==> src/rtl/clkgen_startup_pkg.sv <==
package clkgen_startup_pkg;
  typedef enum logic [2:0] {
    ST_OFF,
    ST_WAIT_PG,
    ST_SETTLE,
    ST_SAMPLE,
    ST_ENWAIT,
    ST_RUN,
    ST_PDOWN,
    ST_RELOCK
  } seq_state_t;
endpackage

==> src/rtl/csc_sync2.sv <==
module csc_sync2 #(
  parameter int W = 1,
  parameter logic [W-1:0] RST_VAL = '0
) (
  input  logic         clk,
  input  logic         rst,
  input  logic [W-1:0] d,
  output logic [W-1:0] q
);
  logic [W-1:0] meta_q;
  always_ff @(posedge clk) begin
    if (rst) begin
      meta_q <= RST_VAL;
      q      <= RST_VAL;
    end else begin
      meta_q <= d;
      q      <= meta_q;
    end
  end
endmodule

==> src/rtl/csc_gate_cell.sv <==
module csc_gate_cell (
  input  logic clk,
  input  logic rst,
  input  logic kill,
  input  logic src,
  input  logic en_req,
  output logic en_q,
  output logic gclk_q
);
  logic en_next;
  // the enable may only change while the source is low
  assign en_next = src ? en_q : en_req;

  always_ff @(posedge clk) begin
    if (rst || kill) begin
      en_q   <= 1'b0;
      gclk_q <= 1'b0;
    end else begin
      en_q   <= en_next;
      gclk_q <= src & en_next;
    end
  end
endmodule

==> src/rtl/csc_seq_fsm.sv <==
module csc_seq_fsm
  import clkgen_startup_pkg::*;
#(
  parameter int FS_W       = 5,
  parameter int MS_W       = 2,
  parameter int SETTLE_CYC = 3580,
  parameter int ENWAIT_CYC = 16410
) (
  input  logic            clk,
  input  logic            rst,
  input  logic            pwr_ok,
  input  logic            pg_s_n,
  input  logic            pd_s_n,
  input  logic            lock,
  input  logic            all_off,
  input  logic [FS_W-1:0] fs_pin,
  input  logic [MS_W-1:0] ms_pin,
  output logic [FS_W-1:0] fs_q,
  output logic [MS_W-1:0] ms_q,
  output logic            sampled_q,
  output logic            pll_en_q,
  output logic            en_req,
  output logic            kill
);
  localparam int MAXC  = (SETTLE_CYC > ENWAIT_CYC) ? SETTLE_CYC : ENWAIT_CYC;
  localparam int CNT_W = $clog2(MAXC + 1);
  localparam logic [CNT_W-1:0] SETTLE_LAST = CNT_W'(SETTLE_CYC - 1);
  localparam logic [CNT_W-1:0] ENWAIT_LAST = CNT_W'(ENWAIT_CYC - 1);

  seq_state_t       state_q, state_d;
  logic [CNT_W-1:0] cnt_q, cnt_d;
  logic             pll_en_d;

  always_comb begin
    state_d = state_q;
    cnt_d   = cnt_q;
    unique case (state_q)
      ST_OFF:     if (pwr_ok) state_d = ST_WAIT_PG;
      ST_WAIT_PG: if (!pg_s_n) begin
                    state_d = ST_SETTLE;
                    cnt_d   = '0;
                  end
      ST_SETTLE:  if (cnt_q == SETTLE_LAST) state_d = ST_SAMPLE;
                  else cnt_d = cnt_q + CNT_W'(1);
      ST_SAMPLE:  begin
                    state_d = ST_ENWAIT;
                    cnt_d   = '0;
                  end
      ST_ENWAIT:  if (cnt_q != ENWAIT_LAST) cnt_d = cnt_q + CNT_W'(1);
                  else if (lock && pd_s_n) state_d = ST_RUN;
      ST_RUN:     if (!pd_s_n) state_d = ST_PDOWN;
      ST_PDOWN:   if (pd_s_n && all_off) state_d = ST_RELOCK;
      ST_RELOCK:  if (!pd_s_n) state_d = ST_PDOWN;
                  else if (lock) state_d = ST_RUN;
      default:    state_d = ST_OFF;
    endcase
    if (!pwr_ok) begin
      state_d = ST_OFF;
      cnt_d   = '0;
    end
  end

  always_comb begin
    unique case (state_d)
      ST_ENWAIT:         pll_en_d = pd_s_n;
      ST_RUN, ST_RELOCK: pll_en_d = 1'b1;
      ST_PDOWN:          pll_en_d = !all_off;
      default:           pll_en_d = 1'b0;
    endcase
  end

  assign en_req = (state_d == ST_RUN);
  assign kill   = (state_d == ST_OFF);

  always_ff @(posedge clk) begin
    if (rst) begin
      state_q   <= ST_OFF;
      cnt_q     <= '0;
      fs_q      <= '0;
      ms_q      <= '0;
      sampled_q <= 1'b0;
      pll_en_q  <= 1'b0;
    end else begin
      state_q  <= state_d;
      cnt_q    <= cnt_d;
      pll_en_q <= pll_en_d;
      if (state_d == ST_OFF) begin
        fs_q      <= '0;
        ms_q      <= '0;
        sampled_q <= 1'b0;
      end else if (state_q == ST_SAMPLE) begin
        fs_q      <= fs_pin;
        ms_q      <= ms_pin;
        sampled_q <= 1'b1;
      end
    end
  end
endmodule

==> src/rtl/clkgen_startup_ctrl.sv <==
module clkgen_startup_ctrl #(
  parameter int N_CLK      = 4,
  parameter int FS_W       = 5,
  parameter int MS_W       = 2,
  parameter int SETTLE_CYC = 3580,
  parameter int ENWAIT_CYC = 16410
) (
  input  logic             clk,
  input  logic             rst,
  input  logic             core_pwr_ok,
  input  logic             vr_good_n,
  input  logic             pwr_down_n,
  input  logic             pll_locked,
  input  logic [FS_W-1:0]  freq_strap,
  input  logic [MS_W-1:0]  drive_strap,
  input  logic [N_CLK-1:0] src_clk,
  output logic [FS_W-1:0]  freq_sel,
  output logic [MS_W-1:0]  drive_sel,
  output logic             pll_enable,
  output logic [N_CLK-1:0] clk_out
);
  logic             pg_s_n, pd_s_n;
  logic             seq_sampled, en_req, kill;
  logic [N_CLK-1:0] gate_en;

  csc_sync2 #(.W(1), .RST_VAL(1'b1)) u_pg_sync (
    .clk(clk), .rst(rst), .d(vr_good_n), .q(pg_s_n));
  csc_sync2 #(.W(1), .RST_VAL(1'b1)) u_pd_sync (
    .clk(clk), .rst(rst), .d(pwr_down_n), .q(pd_s_n));

  csc_seq_fsm #(
    .FS_W(FS_W), .MS_W(MS_W),
    .SETTLE_CYC(SETTLE_CYC), .ENWAIT_CYC(ENWAIT_CYC)
  ) u_fsm (
    .clk(clk), .rst(rst), .pwr_ok(core_pwr_ok),
    .pg_s_n(pg_s_n), .pd_s_n(pd_s_n), .lock(pll_locked),
    .all_off(~|gate_en),
    .fs_pin(freq_strap), .ms_pin(drive_strap),
    .fs_q(freq_sel), .ms_q(drive_sel),
    .sampled_q(seq_sampled), .pll_en_q(pll_enable),
    .en_req(en_req), .kill(kill));

  for (genvar i = 0; i < N_CLK; i++) begin : g_gate
    csc_gate_cell u_cell (
      .clk(clk), .rst(rst), .kill(kill),
      .src(src_clk[i]), .en_req(en_req),
      .en_q(gate_en[i]), .gclk_q(clk_out[i]));
  end
endmodule

==> config.mk <==
export PLATFORM = sky130hd
export DESIGN_NAME = clkgen_startup_ctrl
export DESIGN_NICKNAME = d
export VERILOG_FILES = /design/src/rtl/clkgen_startup_pkg.sv /design/src/rtl/csc_sync2.sv /design/src/rtl/csc_gate_cell.sv /design/src/rtl/csc_seq_fsm.sv /design/src/rtl/clkgen_startup_ctrl.sv
export SDC_FILE = /design/constraint.sdc
export NUM_CORES = 1
export LEC_CHECK = 0
export ABC_AREA = 1
export BUFFER_PORTS_ARGS = -buffer_cell sky130_fd_sc_hd__clkbuf_2
export CAP_MARGIN = 10
export CORE_ASPECT_RATIO = 0.5
export CORE_UTILIZATION = 47
export DETAILED_ROUTE_END_ITERATION = 7
export GPL_ROUTABILITY_DRIVEN = 0
export GPL_TIMING_DRIVEN = 0
export PLACE_DENSITY = 0.67
export REMOVE_ABC_BUFFERS = 1
export SYNTH_ARGS = -nofsm -noshare
export SYNTH_HDL_FRONTEND = slang
export SYNTH_HIERARCHICAL = 1
export SYNTH_SLANG_ARGS = --single-unit
==> constraint.sdc <==
create_clock -name clk -period 3.7 [get_ports clk]
set_input_delay 0.185 -clock clk [delete_from_list [all_inputs] [get_ports clk]]
set_output_delay 0.185 -clock clk [all_outputs]
set_load 0.02 [all_outputs]
# Word level (Yosys, flattened, before mapping)

Cells that the tools add are included.

$mul: 0
Order comparisons: 0
Equality and inequality tests: 16
Bitwise logic cells: 5
Div/mod/pow operators: 0
Reduce and logical (&&, ||, !) cells: 12
Shift operators: 0
Multiplexer cells: 19
$add $sub $neg: 1

Operator list:

| operator              | number |
|---|---|
| $pmux 15 s4           | 1 |
| $mux 15               | 3 |
| $mux 3                | 9 |
| $eq 3x3->1 const B    | 8 |
| $pmux 3 s8            | 1 |
| $add 15x1->15 const B | 1 |
| $eq 15x12->1 const B  | 1 |
| $ne 15x15->1 const B  | 1 |
| $eq 3x2->1 const B    | 2 |
| $logic_not 3->1       | 2 |
| $reduce_or 2->1       | 3 |
| $and 1x1->1           | 4 |
| $mux 1                | 4 |
| $ne 2x2->1 const B    | 2 |
| $reduce_and 4->1      | 1 |
| $reduce_bool 4->1     | 1 |
| $reduce_or 4->1       | 1 |
| $eq 3x1->1 const B    | 1 |
| $pmux 1 s3            | 1 |
| $logic_and 1x1->1     | 2 |
| $ne 2x1->1 const B    | 1 |
| $logic_not 1->1       | 1 |
| $logic_or 1x1->1      | 1 |
| $not 1->1             | 1 |

Bits in writable memories: 0
Memories: 0
Bits in latches: 0
Memory bits (read-only): 0
Bits in registers: 38

# Longest topological paths before layout

Gate-level depths: netlist of the first run.

Depth after elaboration: 9
Depth in mapped cells: 15
Mapped depth without buffers: 14

# Modules after synthesis

The synthesis of the first run kept the hierarchy.

Modules (own cells, without submodules):

| module              | area an instance (um^2) | cells an instance | times used | sequential area each (um^2) |
|---|---|---|---|---|
| csc_seq_fsm         | 1665.3                  | 272               | 1          | 540.5 |
| csc_gate_cell       | 76.3                    | 11                | 4          | 40.0 |
| csc_sync2           | 58.8                    | 7                 | 2          | 40.0 |
| clkgen_startup_ctrl | 26.3                    | 7                 | 1          | 0.0 |

# Worst setup path before layout of the first run

No wires, ideal clock.

Path type: flip-flop to flip-flop
Start: reg u_fsm.cnt_q[0]
End: reg g_gate[0].u_cell.en_q
Required time: 3.642 ns
Arrival: 1.575 ns
Path slack: 2.067 ns
Setup time: 0.058 ns
Period minus slack after synthesis: 1.633 ns
Path buffers: 0
Cell stages (with the launch flop): 14
Cell sequence: dfxtp_1 ha_1 nand3_1 nor2_1 nand2_1 nand2_1 nor2_1 nand2_1 inv_1 nor2_1 inv_1 nor2_1 nand2_1 nand2_1

Longest elaborated chain between the ends: 6
Elaborated cells on any way between the ends: 10

RTL lines:

| what                                                | RTL line                             | source |
|---|---|---|
| start, declared                                     | csc_seq_fsm.sv:31                    | `logic [CNT_W-1:0] cnt_q, cnt_d;` |
| start signal, assigned                              | csc_seq_fsm.sv:85                    | `cnt_q <= cnt_d;` |
| $ne 15x15->1 / $eq 15x12->1 (equally long branches) | csc_seq_fsm.sv:49, csc_seq_fsm.sv:43 |  |
| $mux 3 (on tied branches)                           | csc_seq_fsm.sv:49, csc_seq_fsm.sv:43 |  |
| $pmux 3 s8 *                                        | csc_seq_fsm.sv:37                    | `unique case (state_q)` |
| $mux 3 *                                            | csc_seq_fsm.sv:57                    | `if (!pwr_ok) begin` |
| $eq 3x3->1 *                                        | csc_seq_fsm.sv:72                    | `assign en_req = (state_d == ST_RUN);` |
| via en_req                                          | clkgen_startup_ctrl.sv:23            | `logic seq_sampled, en_req, kill;` |
| $mux 1 *                                            | csc_gate_cell.sv:12                  | `assign en_next = src ? en_q : en_req;` |
| end signal, assigned                                | csc_gate_cell.sv:19                  | `en_q <= en_next;` |
| end, declared                                       | csc_gate_cell.sv:7                   | `output logic en_q,` |

The timed path passes the listed nets; every way through them passes the cells marked *.
A chain may end at the register's enable or synchronous reset.

# Worst setup path in the final report of the first run

Start: reg u_fsm.cnt_q[0]
End: reg g_gate[1].u_cell.en_q

Longest elaborated chain between the ends: 6
Elaborated cells on any way between the ends: 10

RTL lines:

| what                                                | RTL line |
|---|---|
| $ne 15x15->1 / $eq 15x12->1 (equally long branches) | csc_seq_fsm.sv:49, csc_seq_fsm.sv:43 |
| $mux 3 (on tied branches)                           | csc_seq_fsm.sv:49, csc_seq_fsm.sv:43 |
| $pmux 3 s8 *                                        | csc_seq_fsm.sv:37 |
| $mux 3 *                                            | csc_seq_fsm.sv:57 |
| $eq 3x3->1 *                                        | csc_seq_fsm.sv:72 |
| via en_req                                          | clkgen_startup_ctrl.sv:23 |
| $mux 1 *                                            | csc_gate_cell.sv:12 |
| end signal, assigned                                | csc_gate_cell.sv:19 |
| end, declared                                       | csc_gate_cell.sv:7 |

Marked as above.

==> out/results.tsv, run 1 <==
stage	metric	value	unit
sta	Final period util	55.83	%
floorplan	Ports	29	
routing	1st-iter DRT viols	89	
clock_network	CTS Hold Bufs	0	
synth	Syn Std Cell Area	2087	µm²
power	Pwr Density	376.5	nW/µm²
clock_network	H-Tree Depth	2	
place	IO buf count	28	
floorplan	Die ar.	4727	µm²
grt	global route overflow	0	
finish	multi-input logic area	1079	µm²
status	status	finished, final reports clean	
synth	YS warnings	6	
grt	first-pass GRT wire length	7955	µm
finish	nets	379	
clock_network	TritonCTS buffer count	5	
sta	final setup margin	1634	ps
floorplan	# rows	16	
grt	Total GRT Usage	21.40	%
sta	Worst Clk Skew	6.539	ps
grt	largest net degree at the start of global routing	23	
finish	Diodes inserted	0	
worst_setup_path	Arr. time, crit path	2300	ps
synth	synthesized area per cell	6.249	µm²
routing	vias per std cell	4.805	
clock_network	Root Buffer	clkbuf_8	
worst_setup_path	startpoint types	register	
sta	final hold vios	0	
place	post-detail-place hpwl	3191	µm
flow_run	Max-Cap Viols	0	
finish	layout cells sized above 1	15.51	%
clock_network	worst-case clock buffer depth	2	
routing	First-pass DRT Iterations	5	
routing	DRT antenna net count	0	
worst_setup_path	critical path required time	3940	ps
sta	sum of negative setup slack	0	ps
power	leakage power	0.001043	µW
sta	Min Clock Period, post-route	2066	ps
power	Peak supply drop	0.1757	mV
sta	Max Freq	484.1	MHz
sta	slew margin rel.	51.35	%
place	pre-CTS WS	1666	ps
floorplan	die span in y	49.12	µm
finish	fillcell total	413	
min_path	min-delay worst type	primary input to register	
sta	worst-margin pin slew	728.9	ps
worst_setup_path	CP Max Fanout	7	
clock_network	TritonCTS Sinks	38	
floorplan	core area	4084	µm²
clock_network	CTS tree	done	
floorplan	Die Width	96.24	µm
sta	Final Setup Violations	0	
routing	# DRC	0	
grt	initial antenna violation count	0	
sta	Max Slew Vio Count	0	
clock_network	worst skew pair latency	280	ps
floorplan	Initial Util	51.10	%
sta	RSZ-0062 raised after global routing	no	
sta	WHS	70.64	ps
finish	Area Growth Syn to Fin	13.91	%
routing	routed via count	1994	
worst_setup_path	critical path capture point type	register	
clock_network	Post-CTS Resized	0	
clock_network	# Post-CTS Setup Buffers	0	
synth	synthesized instance count	334	
routing	final WL	4322	µm
worst_setup_path	critical setup path kind	register to register	
finish	Reg area	760.7	µm²
routing	wire per inst	10.41	µm
grt	vias in the first global route	1786	
clock_network	clock slew at reported path FFs	80	ps
worst paths after layout:
kind	from	to	slack [ps]	cells after the start
min	vr_good_n	u_pg_sync/meta_q	70	3
min reg2reg	u_pd_sync/meta_q	u_pd_sync/q	410	2
max reg2reg	u_fsm/cnt_q[0]	g_gate[1].u_cell/en_q	1630	13
max	u_fsm/cnt_q[0]	g_gate[1].u_cell/en_q	1630	13
area by class of cell:
| cell class | instances | share of cell area (%) |
|---|---|---|
| Clock buffer | 6 | 3.474 |
| Clock inverter | 2 | 2.526 |
| Inverter | 50 | 7.895 |
| Multi-Input combinational cell | 237 | 45.37 |
| Sequential cell | 38 | 32.00 |
| Tap cell | 54 | 2.842 |
| Timing Repair Buffer | 28 | 5.895 |
critical path: stages (launching register included):
cell and delay (ps):
dfxtp_1 460, ha_1 320, nand3_1 110, nor2_1 180
nand2_1 80, nand2_1 130, nor2_1 60, nand2_1 90
inv_1 60, nor2_1 240, inv_1 80, nor2_1 100
nand2_1 60, nand2_1 50
flip-flops by register name (all words and copies together) (netlist names):
register	count
u_fsm/cnt_q	15
u_fsm/fs_q	5
g_gate.u_cell/en_q	4
g_gate.u_cell/gclk_q	4
u_fsm/state_q	3
u_fsm/ms_q	2
u_fsm/pll_en_q	1
u_pd_sync/meta_q	1
u_pd_sync/q	1
u_pg_sync/meta_q	1
u_pg_sync/q	1
power by group:
part / internal (µW) / switching (µW) / leakage, µW / total (µW)
clock network: 288 / 148 / 0.0000714 / 435
registers: 412 / 3.46 / 0.000307 / 416
logic: 14.8 / 29.3 / 0.000664 / 44.2
total: 715 / 180 / 0.00104 / 895
placed cells by master, fill, tap and decap left out, types with 2 or more instances in the layout:
cell and count:
a21oi_1 23, bufinv_16 2, clkbuf_2 28, clkbuf_8 6, dfxtp_1 38, ha_1 2, inv_1 44, inv_2 6
nand2_1 108, nand2_2 3, nand3_1 16, nand3b_1 3, nand4_1 6, nor2_1 53, nor2_2 7, nor3_1 3
o211ai_1 2, xnor2_1 2, xor2_1 4
metrics by stage:
step                power (µW)  instances  util [%]  area [µm²]
global placement         468.8        407     54.72        2235
global route             933.0        415     58.21        2377
detailed placement       469.4        407     54.72        2235
CTS                      905.9        415     58.21        2377
floorplan                451.1        325         -        2027
finish                   895.1        415     58.21        2377
per-layer routing:
| layer | wire [µm] | GRT usage [%] |
|---|---|---|
| met1 | 2165 | 30.16 |
| met4 | 19 | 1.493 |
| met3 | 244 | 7.165 |
| met2 | 1892 | 33.10 |
| met5 | 0 | 0 |
(Power assumes the default switching activity.)
==> run 2: changes to the inputs <==
==> constraint.sdc (replaced) <==
create_clock -name clk -period 2 [get_ports clk]
set_input_delay 0.1 -clock clk [delete_from_list [all_inputs] [get_ports clk]]
set_output_delay 0.1 -clock clk [all_outputs]
set_load 0.02 [all_outputs]
==> run 2 against run 1 <==
Effect of this change:
- utilization increased by 1.0 points
- largest power group unchanged
- via count increased by 0.20%
- largest cell class unchanged
- highest routed layer unchanged
- combinational power increased by 93%
==> out/results.tsv, run 2 (same netlist as run 1, synthesis figures left out) <==
stage	metric	value	unit	change
power	leakage power	0.001050	µW	+0.71%
clock_network	TritonCTS Sinks	38		unchanged
worst_setup_path	critical setup path kind	register to register		
grt	first-pass GRT wire length	7948	µm	about the same
finish	Final Non-Filler Cells	417		+0.48%
grt	gr busiest metal	met2		
clock_network	H-Tree Depth	2		unchanged
place	post-detail-place hpwl	3191	µm	unchanged
sta	Final period util	88.49	%	+33 points
routing	DRT antenna net count	0		unchanged
floorplan	die span in y	49.12	µm	unchanged
finish	Diodes inserted	0		unchanged
grt	met1 usage	29.87	%	-0.29 points
finish	nets	381		+0.53%
finish	commonest non-fill, non-tap cell in the layout	nand2_1		
grt	largest net degree at the start of global routing	23		unchanged
grt	vias in the first global route	1797		+0.62%
routing	final WL	4331	µm	+0.21%
routing	vias per std cell	4.791		-0.28%
place	placed cells	407		unchanged
clock_network	worst skew pair latency	280	ps	about the same
sta	Max Freq	565.1	MHz	+17%
finish	layout cells sized above 1	17.08	%	+1.6 points
clock_network	clock slew at reported path FFs	80	ps	about the same
finish	Design Area, Final	2420	µm²	+1.8%
power	Peak supply drop	0.3260	mV	+86%
sta	Final Setup Violations	0		unchanged
sta	Worst Clk Skew	6.162	ps	-0.3768 ps
grt	initial antenna violation count	0		unchanged
routing	wire per inst	10.39	µm	-0.27%
floorplan	Initial Util	51.10	%	unchanged
floorplan	Die Width	96.24	µm	unchanged
clock_network	CTS tree	done		
grt	grt met2 use	33.33	%	+0.24 points
worst_setup_path	most used cell, CP	nand2_1		
worst_setup_path	critical path capture point type	register		
finish	Top Registers	u_fsm/cnt_q (15), u_fsm/fs_q (5)		
finish	most frequent cells in the layout	nand2_1 (108), nor2_1 (52), inv_1 (44), dfxtp_1 (34), clkbuf_2 (28)		
worst_setup_path	FF-to-FF setup slack	230	ps	-1400 ps
finish	Area Growth Syn to Fin	15.95	%	
sta	worst-margin pin slew	731.6	ps	+2.712 ps
grt	met3 track demand over resource	7.165	%	unchanged
sta	slew margin rel.	51.17	%	-0.18 points
routing	routed via count	1998		+0.20%
min_path	min-delay worst type	primary input to register		
status	status	finished, final reports clean		
worst_setup_path	CP Cell Sequence	nand2_1 > inv_1 > nand3_1 > nor2_1 > nand2_1 > nand2_1 > nor2_1 > nand2_1 > inv_1 > nor2_2 > inv_1 > nor2_1 > nand2_1 > nand2_1		
routing	1st-iter DRT viols	89		unchanged
place	IO buf count	28		unchanged
floorplan	core area	4084	µm²	unchanged
floorplan	Die ar.	4727	µm²	unchanged
grt	Total GRT Usage	21.36	%	-0.033 points
routing	# DRC	0		unchanged
worst_setup_path	CP Max Fanout	6		-1
finish	Reg with most FFs	u_fsm/cnt_q		
power	Pwr Density	686.1	nW/µm²	+82%
sta	RSZ-0062 raised after global routing	no		
clock_network	TritonCTS buffer count	5		unchanged
routing	First-pass DRT Iterations	4		-1
worst_setup_path	startpoint types	register		
worst_setup_path	Arr. time, crit path	2000	ps	-300 ps
worst_setup_path	Crit-path slowest cell	dfxtp_1		
finish	fillcell total	408		-1.2%
floorplan	# rows	16		unchanged
flow_run	Max-Cap Viols	0		unchanged
finish	max reg flops	15		unchanged
sta	Max Slew Vio Count	0		unchanged
worst_setup_path	slowest stage delay, CP	440	ps	-20 ps
worst_setup_path	buffer and inverter count on the worst path	3		+1
clock_network	Root Buffer	clkbuf_8		
worst_setup_path	Top delay family on crit path	simple AND/OR/NAND/NOR gates		
floorplan	Ports	29		unchanged
place	Post-Place Cell Area	2235	µm²	unchanged
clock_network	worst-case clock buffer depth	2		unchanged
sta	final hold vios	0		unchanged
worst_setup_path	critical path required time	2240	ps	-1700 ps
clock_network	# Post-CTS Setup Buffers	0		unchanged
grt	global route overflow	0		unchanged
sta	Min Clock Period, post-route	1770	ps	-296.1 ps
==> run 2: cell count changes in the layout (fill, tap and decap cells not counted) <==
cell           delta
dfxtp_1           -4
dfxtp_2           +3
dlygate4sd3_1     +2
dfxtp_4           +1
ha_1              -1
ha_4              +1
nor2_1            -1
nor2_2            +1
==> run 2: final timing paths <==
| check | from | endpoint | depth (start not counted) |
|---|---|---|---|
| setup / recovery | u_fsm/cnt_q[10] | g_gate[1].u_cell/en_q | 14 |
| hold / removal | drive_strap[1] | u_fsm/ms_q[1] | 3 |
| setup reg to reg | u_fsm/cnt_q[10] | g_gate[1].u_cell/en_q | 14 |
| hold reg to reg | u_pd_sync/meta_q | u_pd_sync/q | 2 |
==> run 2: layout make-up <==
type,count,area (µm²),area share [%]
multi-input combinational,237,1094,45.19
sequential,38,768.2,31.75
inverter,50,187.7,7.756
timing repair buffer,30,160.2,6.618
clock buffer,6,82.58,3.413
tap,54,67.56,2.792
clock inverter,2,60.06,2.482
==> run 2: routing by layer <==
layer | vias up | wire, µm
li1 | 1070 | -
met1 | 874 | 2137
met2 | 52 | 1896
met3 | 2 | 275
met4 | 0 | 21
met5 | - | 0
==> run 2: through the flow <==
step / util (%) / worst slack (ps) / hold slack [ps] / setup TNS (ps) / power, µW
2_1_floorplan: - / 366.5 / 172.4 / 0 / 834.5
5_1_grt: 59.25 / 1.926 / 38.42 / 0 / 1729
6_report: 59.25 / 230.3 / 44.46 / 0 / 1660
3_3_place_gp: 54.72 / 72.46 / 275.7 / 0 / 867.2
3_5_place_dp: 54.72 / -34.43 / 282.3 / -62.96 / 868.4
4_1_cts: 58.82 / 68.62 / 39.70 / 0 / 1679
==> run 2: worst register-to-register path, stage by stage, from the launching register on <==
cell and delay [ps]:
dfxtp_1 440, nand2_1 120, inv_1 70, nand3_1 70
nor2_1 160, nand2_1 80, nand2_1 130, nor2_1 60
nand2_1 90, inv_1 60, nor2_2 170, inv_1 60
nor2_1 100, nand2_1 60, nand2_1 50
==> run 2: repair_timing <==
action,CTS,global route
hold endpoints to repair,2,0
endpoints found under the setup margin,4,4
hold buffers,2,0
gates resized for setup,2,6
==> run 2: power breakdown <==
part | switching [µW] | leakage, µW | total, µW | internal, µW
Clock | 275 | 0.0000714 | 807 | 532
Sequential | 6.84 | 0.000310 | 768 | 762
Combinational | 55.1 | 0.000669 | 85.1 | 30.1
==> run 3: changes to the inputs <==
--- a/config.mk
+++ b/config.mk
@@ -8,14 +8,15 @@
 export ABC_AREA = 1
 export BUFFER_PORTS_ARGS = -buffer_cell sky130_fd_sc_hd__clkbuf_2
 export CAP_MARGIN = 10
+export CELL_PAD_IN_SITES_DETAIL_PLACEMENT = 1
+export CELL_PAD_IN_SITES_GLOBAL_PLACEMENT = 2
 export CORE_ASPECT_RATIO = 0.5
-export CORE_UTILIZATION = 47
+export CORE_UTILIZATION = 32
 export DETAILED_ROUTE_END_ITERATION = 7
 export GPL_ROUTABILITY_DRIVEN = 0
 export GPL_TIMING_DRIVEN = 0
-export PLACE_DENSITY = 0.67
+export PLACE_DENSITY_LB_ADDON = 0.1
 export REMOVE_ABC_BUFFERS = 1
 export SYNTH_ARGS = -nofsm -noshare
 export SYNTH_HDL_FRONTEND = slang
-export SYNTH_HIERARCHICAL = 1
 export SYNTH_SLANG_ARGS = --single-unit
==> run 3 against run 2 <==
Effect of this change:
- register-to-register slack got worse by 50 ps
- highest routed layer unchanged
- routed wire length rose by 28%
- first-iteration DRC count fell by 53%
- via count rose by 0.45%
- hold slack got worse by 38 ps
- design area rose by 1.9%
- sequential cell count did not move
==> out/results.tsv, run 3 <==
stage	metric	value	unit	change
synth	Area contributors post-synth	dfxtp_1 (36%), nand2_1 (13%), nor2_1 (6.4%)		
power	total power	1782	µW	+7.3%
power	Pwr Density	722.9	nW/µm²	+5.4%
floorplan	Ports	29		unchanged
power	leakage power	0.0009960	µW	-5.2%
worst_setup_path	startpoint types	register		
worst_setup_path	Arr. time, crit path	2020	ps	+20 ps
finish	layout cells sized above 1	25.00	%	+7.9 points
clock_network	TritonCTS Sinks	38		unchanged
floorplan	core area	6231	µm²	+53%
synth	most frequent cell after synthesis	nand2_1		
worst_setup_path	FF-to-FF Start	u_fsm.cnt_q[0]		
synth	Synth Register Bits	38		
synth	Synth cell types	29		
clock_network	# Post-CTS Setup Buffers	0		unchanged
sta	sum of negative setup slack	0	ps	unchanged
synth	main flop type after synthesis	dfxtp_1		
min_path	min-delay worst type	primary input to register		
min_path	hold path endpoint	u_pd_sync.meta_q		
synth	Post-synth top cells	nand2_1 (73), dfxtp_1 (38), nor2_1 (36)		
routing	# DRC	0		unchanged
sta	Max Freq	550.0	MHz	-2.7%
sta	Final Setup Violations	0		unchanged
floorplan	Die Width	117.1	µm	+22%
clock_network	H-Tree Depth	2		unchanged
synth	Seq/Total Area, Yosys	35.89	%	
worst_setup_path	worst-case reg-to-reg path depth	9		-5
routing	routed via count	2007		+0.45%
sta	Max Slew Vio Count	0		unchanged
grt	global route overflow	0		unchanged
floorplan	Initial Util	34.02	%	-17 points
sta	worst-margin pin slew	1027	ps	+295.5 ps
worst_setup_path	critical setup path kind	register to register		
finish	Diodes inserted	0		unchanged
grt	Total GRT Usage	17.99	%	-3.4 points
clock_network	Post-CTS Resized	0		-2
finish	Reg area	760.7	µm²	-0.98%
finish	Area Growth Syn to Fin	16.29	%	
min_path	Hold Crit Depth	2		-1
grt	vias in the first global route	2005		+12%
routing	final WL	5545	µm	+28%
place	IO buf count	28		unchanged
power	Peak supply drop	0.2486	mV	-24%
grt	first-pass GRT wire length	9301	µm	+17%
routing	First-pass DRT Iterations	4		unchanged
sta	Final period util	90.91	%	+2.4 points
synth	synthesized instance count	303		-9.3%
finish	commonest non-fill, non-tap cell in the layout	nand2_1		
place	pre-CTS WS	-89.68	ps	-55.25 ps
sta	Worst Clk Skew	5.983	ps	-0.1797 ps
clock_network	clock slew at reported path FFs	60	ps	-20 ps
clock_network	CTS tree	done		
sta	slew margin rel.	31.36	%	-20 points
worst_setup_path	CP Max Fanout	7		+1
routing	1st-iter DRT viols	42		-53%
synth	number of synthesized flops with an enable pin	0		
clock_network	worst skew pair latency	290	ps	about the same
place	post-detail-place hpwl	4127	µm	+29%
finish	most frequent cells in the layout	nand2_1 (73), dfxtp_1 (38), nor2_1 (36), inv_1 (29), clkbuf_2 (28)		
floorplan	# rows	20		+4
synth	Syn Std Cell Area	2120	µm²	+1.6%
clock_network	TritonCTS buffer count	5		unchanged
grt	largest net degree at the start of global routing	22		-4.3%
sta	RSZ-0062 raised after global routing	no		
grt	initial antenna violation count	0		unchanged
finish	fillcell total	791		+94%
floorplan	Die ar.	6973	µm²	+48%
sta	Min Clock Period, post-route	1818	ps	+48.45 ps
synth	YS warnings	0		-6
sta	final setup margin	181.8	ps	-48.45 ps
worst_setup_path	reg2reg end	u_fsm.cnt_q[14]		
routing	DRT antenna net count	0		unchanged
synth	fraction of registers with async set or reset after synthesis	0	%	
synth	synthesized area per cell	6.995	µm²	+12%
synth	area leader, netlist	dfxtp_1		
worst_setup_path	critical path required time	2200	ps	-40 ps
worst_setup_path	FF-to-FF setup slack	180	ps	-50 ps
status	status	finished, final reports clean		
synth	top cell type's share of synthesized area	35.89	%	
clock_network	worst-case clock buffer depth	2		unchanged
routing	wire per inst	13.33	µm	+28%
worst_setup_path	critical path capture point type	register		
routing	vias per std cell	4.825		+0.69%
floorplan	die span in y	59.55	µm	+21%
finish	nets	347		-8.9%
clock_network	CTS Hold Bufs	0		-2
finish	multi-input logic area	1150	µm²	+5.1%
flow_run	Max-Cap Viols	0		unchanged
clock_network	Root Buffer	clkbuf_16		
min_path	Hold Startpoint	pwr_down_n		
sta	final hold vios	0		unchanged
==> run 3: power by group <==
group | switching, µW | internal (µW) | leakage (µW)
registers | 5.57 | 764 | 0.000307
logic | 58.2 | 29.2 | 0.000606
clock network | 310 | 615 | 0.0000829
==> run 3: cell type report <==
| cell class | instances | area share [%] |
|---|---|---|
| clock buffers | 6 | 5.635 |
| multi-input cells | 219 | 46.65 |
| repair buffers | 28 | 5.685 |
| flip-flops and latches | 38 | 30.86 |
| clock inverters | 1 | 1.218 |
| inverters | 36 | 5.482 |
| well taps | 88 | 4.467 |
==> run 3: worst max-delay path: stages (launching register included) <==
cell	delay [ps]
dfxtp_1	460
ha_1	320
nand3_1	190
nor2_1	260
nand3_1	110
nand2_1	80
nand2_1	50
nor2_1	80
nand2_1	70
a21oi_2	120
==> run 3: kinds of logic after synthesis <==
logic type	synth area share (%)
AOI/OAI and AO/OA	8.028
and+or+nand+nor	41.50
adders and majority gates	1.180
xor gates and xnor gates	3.306
DFF	35.89
buffers and inverters	10.09
==> run 3: worst max-delay path by stage <==
stage / from / endpoint / slack [ps] / depth (start not counted)
2_1_floorplan: u_fsm.cnt_q[0] / u_fsm.cnt_q[14] / 520 / 9
3_5_place_dp: rst / u_fsm.cnt_q[1] / -90 / 6
3_3_place_gp: rst / u_fsm.cnt_q[0] / -70 / 6
4_1_cts: u_fsm.cnt_q[0] / u_fsm.cnt_q[10] / 80 / 8
5_1_grt: u_fsm.cnt_q[0] / u_fsm.cnt_q[14] / 5 / 9
6_report: u_fsm.cnt_q[0] / u_fsm.cnt_q[14] / 180 / 9
==> run 3: stage by stage <==
stage	std cells	utilization [%]	area, µm²	hold slack, ps
6_report	416	39.56	2465	6.868
5_1_grt	416	39.56	2465	9.226
3_5_place_dp	409	36.77	2291	302.0
2_1_floorplan	293	-	2041	172.4
3_3_place_gp	409	36.77	2291	282.3
4_1_cts	416	39.48	2460	5.491
==> run 3: layer usage <==
metal,vias to the layer above,GRT usage (%),share of wire [%]
met5,-,0,0
met4,0,6.148,1.7
met3,12,5.419,4.2
met2,34,28.57,43
met1,947,23.42,51
li1,1014,-,-
